[config.mk]
export PLATFORM = sky130hd
export DESIGN_NAME = mii_frame_tx
export DESIGN_NICKNAME = d
export VERILOG_FILES = /design/src/rtl/mii_tx_pkg.sv /design/src/rtl/mii_tx_seq.sv /design/src/rtl/mii_tx_nibble_src.sv /design/src/rtl/mii_tx_crc.sv /design/src/rtl/mii_frame_tx.sv
export SDC_FILE = /design/constraint.sdc
export NUM_CORES = 1
export LEC_CHECK = 0
export ABC_AREA = 1
export ABC_CLOCK_PERIOD_IN_PS = 5740
export BUFFER_PORTS_ARGS = -buffer_cell sky130_fd_sc_hd__buf_2
export CORE_ASPECT_RATIO = 0.6
export CORE_MARGIN = 2
export CORE_UTILIZATION = 55
export DETAILED_ROUTE_END_ITERATION = 8
export GPL_TIMING_DRIVEN = 0
export PLACE_DENSITY = 0.72
export SLEW_MARGIN = 20
export SYNTH_ARGS = -nofsm -noshare
export SYNTH_HDL_FRONTEND = slang
export SYNTH_SLANG_ARGS = --single-unit
[constraint.sdc]
create_clock -name tx_clk -period 5.74 [get_ports tx_clk]
set_input_delay 0.287 -clock tx_clk [delete_from_list [all_inputs] [get_ports tx_clk]]
set_output_delay 0.287 -clock tx_clk [all_outputs]
set_load 0.1 [all_outputs]
[src/rtl/mii_tx_pkg.sv]
package mii_tx_pkg;

  localparam logic [31:0] CRC_POLY_REFL = 32'hEDB88320;
  localparam int unsigned PRE_NIBBLES   = 16;
  localparam int unsigned HDR_BYTES     = 14;
  localparam int unsigned FCS_NIBBLES   = 8;

  // one nibble into the reflected CRC register, bit 0 first
  function automatic logic [31:0] crc32_nib(input logic [31:0] c_in, input logic [3:0] d);
    logic [31:0] c;
    logic        fb;
    c = c_in;
    for (int i = 0; i < 4; i++) begin
      fb = c[0] ^ d[i];
      c  = c >> 1;
      if (fb) c = c ^ CRC_POLY_REFL;
    end
    return c;
  endfunction

  // byte b of the covered region (destination onward)
  function automatic logic [7:0] frame_byte(input int unsigned b, input logic [47:0] mac,
                                            input logic [15:0] etype);
    if (b < 6)        return 8'hFF;
    else if (b < 12)  return mac[8*(11-b) +: 8];
    else if (b == 12) return etype[15:8];
    else if (b == 13) return etype[7:0];
    else              return 8'h00;
  endfunction

endpackage

[src/rtl/mii_tx_seq.sv]
module mii_tx_seq #(
  parameter int unsigned TOTAL_NIB    = 252,
  parameter int unsigned IDLE_NIBBLES = 24,
  localparam int unsigned IDX_W = $clog2(TOTAL_NIB),
  localparam int unsigned GAP_W = $clog2(IDLE_NIBBLES + 1)
) (
  input  logic             clk,
  input  logic             rst,
  input  logic             start,
  input  logic             txen_q,
  output logic             active,
  output logic [IDX_W-1:0] idx,
  output logic             busy,
  output logic             frame_start
);
  localparam logic [IDX_W-1:0] LAST_IDX = IDX_W'(TOTAL_NIB - 1);
  localparam logic [GAP_W-1:0] GAP_LOAD = GAP_W'(IDLE_NIBBLES);

  logic [GAP_W-1:0] gap_q;

  assign busy        = active | txen_q | (gap_q != '0);
  assign frame_start = start & ~busy;

  always_ff @(posedge clk) begin
    if (rst) begin
      active <= 1'b0;
      idx    <= '0;
      gap_q  <= '0;
    end else if (frame_start) begin
      active <= 1'b1;
      idx    <= '0;
    end else if (active) begin
      if (idx == LAST_IDX) begin
        active <= 1'b0;
        gap_q  <= GAP_LOAD;
      end else begin
        idx <= idx + 1'b1;
      end
    end else if (gap_q != '0) begin
      gap_q <= gap_q - 1'b1;
    end
  end
endmodule

[src/rtl/mii_tx_nibble_src.sv]
module mii_tx_nibble_src
  import mii_tx_pkg::*;
#(
  parameter int unsigned PAYLOAD_LEN = 100,
  parameter logic [47:0] SRC_ADDR    = 48'h001122334455,
  parameter logic [15:0] ETH_TYPE    = 16'h0806,
  localparam int unsigned DATA_LO   = PRE_NIBBLES,
  localparam int unsigned DATA_HI   = PRE_NIBBLES + 2*(HDR_BYTES + PAYLOAD_LEN),
  localparam int unsigned TOTAL_NIB = DATA_HI + FCS_NIBBLES,
  localparam int unsigned IDX_W     = $clog2(TOTAL_NIB)
) (
  input  logic [IDX_W-1:0] idx,
  input  logic [31:0]      crc_q,
  output logic [3:0]       nib,
  output logic             in_data,
  output logic             in_fcs
);
  logic [IDX_W-1:0] rel;
  logic [IDX_W-1:0] fcs_k;
  logic [7:0]       cur_byte;
  logic [31:0]      fcs_word;

  assign in_data  = (idx >= IDX_W'(DATA_LO)) && (idx < IDX_W'(DATA_HI));
  assign in_fcs   = (idx >= IDX_W'(DATA_HI));
  assign rel      = idx - IDX_W'(DATA_LO);
  assign fcs_k    = idx - IDX_W'(DATA_HI);
  assign cur_byte = frame_byte(32'(rel >> 1), SRC_ADDR, ETH_TYPE);
  assign fcs_word = ~crc_q;

  always_comb begin
    if (in_fcs)
      nib = fcs_word[{fcs_k[2:0], 2'b00} +: 4];
    else if (in_data)
      nib = rel[0] ? cur_byte[7:4] : cur_byte[3:0];
    else if (idx == IDX_W'(DATA_LO - 1))
      nib = 4'hD;
    else
      nib = 4'h5;
  end
endmodule

[src/rtl/mii_tx_crc.sv]
module mii_tx_crc
  import mii_tx_pkg::*;
(
  input  logic        clk,
  input  logic        rst,
  input  logic        frame_start,
  input  logic        feed,
  input  logic [3:0]  nib,
  output logic [31:0] crc_q
);
  always_ff @(posedge clk) begin
    if (rst)              crc_q <= '1;
    else if (frame_start) crc_q <= '1;
    else if (feed)        crc_q <= crc32_nib(crc_q, nib);
  end
endmodule

[src/rtl/mii_frame_tx.sv]
module mii_frame_tx
  import mii_tx_pkg::*;
#(
  parameter int unsigned PAYLOAD_LEN  = 100,
  parameter logic [47:0] SRC_ADDR     = 48'h001122334455,
  parameter logic [15:0] ETH_TYPE     = 16'h0806,
  parameter int unsigned IDLE_NIBBLES = 24
) (
  input  logic       tx_clk,
  input  logic       rst,
  input  logic       start,
  output logic       busy,
  output logic [3:0] nib_out,
  output logic       nib_valid,
  output logic       nib_error
);
  localparam int unsigned TOTAL_NIB = PRE_NIBBLES + 2*(HDR_BYTES + PAYLOAD_LEN) + FCS_NIBBLES;
  localparam int unsigned IDX_W     = $clog2(TOTAL_NIB);

  logic             active;
  logic [IDX_W-1:0] idx;
  logic             frame_start;
  logic [3:0]       nib;
  logic             in_data, in_fcs;
  logic [31:0]      crc_q;
  logic             fcs_nib_evt;
  logic             txen_q;
  logic [3:0]       txd_q;

  assign fcs_nib_evt = active & in_fcs;

  mii_tx_seq #(.TOTAL_NIB(TOTAL_NIB), .IDLE_NIBBLES(IDLE_NIBBLES)) u_seq (
    .clk(tx_clk), .rst(rst), .start(start), .txen_q(txen_q),
    .active(active), .idx(idx), .busy(busy), .frame_start(frame_start)
  );

  mii_tx_nibble_src #(.PAYLOAD_LEN(PAYLOAD_LEN), .SRC_ADDR(SRC_ADDR), .ETH_TYPE(ETH_TYPE)) u_src (
    .idx(idx), .crc_q(crc_q), .nib(nib), .in_data(in_data), .in_fcs(in_fcs)
  );

  mii_tx_crc u_crc (
    .clk(tx_clk), .rst(rst), .frame_start(frame_start),
    .feed(active & in_data), .nib(nib), .crc_q(crc_q)
  );

  always_ff @(posedge tx_clk) begin
    if (rst) begin
      txen_q <= 1'b0;
      txd_q  <= 4'h0;
    end else begin
      txen_q <= active;
      txd_q  <= active ? nib : 4'h0;
    end
  end

  assign nib_valid = txen_q;
  assign nib_out   = txd_q;
  assign nib_error = 1'b0;
endmodule

==> results.toml <==
[cts]
cts_setup_buffers = 0
cts_hold_buf = 0
clkLatencyLatePin_ps = 310
numCtsBuffers = 5
h-tree-depth = 2
cts_buffer_depth = 2
root_buffer = "clkbuf_8"
clock-sinks = 51
cts_tree = "done"
path_clk_slew_ps = 90
ctsResizeCount = 0

[routing]
drtIter0Drc = 263
route.detailed.wl_per_inst_um = 15.4
dr_wl_met3_um = 968
routed.top_layer = "met4"
drc = 0
wl_met1_um = 4410
wl_met2_um = 3250
viasPerCell = 5.60
via_count = 3183
totalWireLength_um = 8730
drt-pass1-iter-count = 5
ant_nets = 0

[power]
p_per_area_nw_per_um2 = 244
clkPwrFrac_pct = 24.1
vdd_ir_drop_max_mv = 0.273
p_sw_uw = 330
power.leakage_uw = 0.00157
p_int_uw = 520
power_frac_comb_pct = 30.0
sw_frac_of_total_pct = 38.8
p_total_uw = 850
p_seq_share_pct = 45.9

[place]
dp_hpwl_um = 6670
gp_congestion = 0.933
io_buffers = 8

[floorplan]
dieArea_um2 = 6590
start_util_pct = 57.8
num_io_pins = 10
die_h_um = 63.7
row_count = 21
die_w_um = 103
core_area_um2 = 5650

[global_routing]
grtUsageTotal_pct = 29.1
grt_pass1_wl_um = 14600
grt_pass1_vias = 2882
grt_overflow_total = 0
grt_max_degree = 15
antenna_found_initial = 0

[timing]
finClkSkew_ps = 9.70
drv_slew = 0
min_period_ps = 2730
finalCritPeriodShare_pct = 47.6
fmax_mhz = 366
worst_pin_slew_ps = 628
relSlewSlack_pct = 58.1
rsz0062_at_grt = "no"
final-setup-viol-count = 0
tns_ps = 0
hold_viol = 0

[status]
status = "complete, no violations"

[synth]
synth.avg_cell_area_um2 = 6.92
syn_nets = 487
ys_warn_count = 0
ys_types = 42
yosys.area.top_type_share_pct = 31.3
synthTopCellsByArea = "dfxtp_1 (31%), nand2_1 (13%), nand3_1 (7.0%), inv_1 (5.7%), a21oi_1 (5.4%)"
synth_seq_area_share_pct = 31.3
syn_inst = 472
synth_seq_cells = 51
synth_area_leader_cell = "dfxtp_1"
synth_area_um2 = 3270

[critical_path]
rr_worst_depth = 18
slowest_stage = "dfxtp_1"
cp_slowest_stage_delay_ps = 430
path_depth = 18
crit_family = "simple AND/OR/NAND/NOR gates"
cp-start-kind = "flip-flop"
arrival_ps = 2930
crit_fanout = 8
end_kind = "flip-flop"
worst-path-buf-inv = 2
critPathKind = "flip-flop to flip-flop"
cp_cell_sequence = "inv_1 > ha_1 > nand2_1 > nor2_1 > nand2_2 > nand2_1 > nor2_2 > nand2_1 > o211ai_2 > nand2_1 > nand2_2 > nand2_4 > nand2_4 > inv_2 > nand2_1 > nand2_1 > nand2_1 > nand2_1"
cp_common_cell = "nand2_1"
cp.required_ps = 5940

[hold_path]
min_path_type = "input pin to flip-flop"
worstHoldPathCells = 2

[finish]
final_core_util_pct = 61.7
nets = 502
syn_to_final_growth_pct = 6.78
layout-drive-gt1-share_pct = 14.8
antennaDiodeCount = 0

[job]
max-cap-violations = 0
## cells in the final DEF (no fill, tap or decap), types with 2 or more instances in the layout
master and n:
a21oi_1 35, a31oi_1 4, buf_2 9, buf_4 2, buf_6 4, clkbuf_1 9
clkbuf_8 5, clkinv_2 3, dfxtp_1 51, ha_1 12, inv_1 50, inv_2 6
nand2_1 110, nand2_2 17, nand2_4 9, nand3_1 46, nand3_2 6, nand4_1 7
nor2_1 23, nor2_4 3, nor3_1 6, o2111ai_1 2, o211ai_1 16, o21ai_0 20
o21ai_1 7, or2_2 2, xor2_1 8
## flip-flops by register name (all words and copies together), names as in the netlist
name	cells
u_crc.crc_q	32
u_seq.idx	8
u_seq.gap_q	5
nib_out	4
nib_valid	1
u_seq.active	1
## synthesized netlist by cell type (all sizes together)
cell type / n
a21oi: 35
a31oi: 4
and3: 1
buf: 7
clkbuf: 7
clkinv: 3
conb: 1
dfxtp: 51
ha: 12
inv: 57
nand2: 136
nand3: 52
nand3b: 1
nand4: 8
nor2: 27
nor3: 7
nor3b: 1
nor4: 1
o2111ai: 2
o211ai: 17
o21ai: 27
o221ai: 1
o22ai: 1
or2: 3
or3: 1
xnor2: 1
xor2: 8
## cell type report
| cell class | count | area, um2 |
|---|---|---|
| clock buffers | 7 | 76.3 |
| repair buffers | 8 | 40.0 |
| multi-input cells | 347 | 1920 |
| plain buffers | 14 | 91.3 |
| flip-flops and latches | 51 | 1020 |
| clock inverters | 1 | 5.00 |
| well taps | 80 | 100 |
| inverters | 60 | 235 |
| fillers | 533 | 2160 |
## through the flow
step / instances / area, um2 / setup WS [ps] / hold WS (ps)
after global routing: 568 / 3490 / 2700 / 192
after CTS: 568 / 3490 / 3070 / 188
final: 568 / 3490 / 3010 / 197
after global placement: 560 / 3410 / 3140 / 452
after floorplan: 472 / 3270 / 3590 / 356
after detailed placement: 560 / 3410 / 3110 / 461
## layer usage
metal	track usage, %	vias up
met4	6.41	0
met1	44.5	1439
met3	9.66	15
li1	-	1591
met5	3.42	-
met2	38.5	138
## final timing paths
| check | start | slack [ps] | end |
|---|---|---|---|
| min | rst | 200 | u_seq.gap_q[3] |
| max reg2reg | u_seq.idx[4] | 3010 | u_crc.crc_q[29] |
| min reg2reg | u_seq.gap_q[0] | 470 | u_seq.gap_q[0] |
| max | u_seq.idx[4] | 3010 | u_crc.crc_q[29] |
## logic make-up (layout without fill, tap and decap cells)
| kind of cell | count (synthesis) | in the layout | share of synthesized area [%] |
|---|---|---|---|
| and+or+nand+nor | 238 | 238 | 36.3 |
| xor gates and xnor gates | 9 | 9 | 2.41 |
| other | 1 | 1 | 0.115 |
| AOI/OAI and AO/OA | 87 | 87 | 15.3 |
| buffers and inverters | 74 | 90 | 10.0 |
| DFF | 51 | 51 | 31.3 |
| adders and majority gates | 12 | 12 | 4.60 |
## power groups by stage
stage / sequential, uW / combinational (uW) / clock (uW)
2_1_floorplan: 420 / 176 / 0
4_1_cts: 390 / 252 / 210
5_1_grt: 393 / 286 / 223
3_3_place_gp: 397 / 250 / 0
6_report: 390 / 255 / 205
3_5_place_dp: 398 / 251 / 0
No activity file was read; power rests on OpenSTA's default activity.
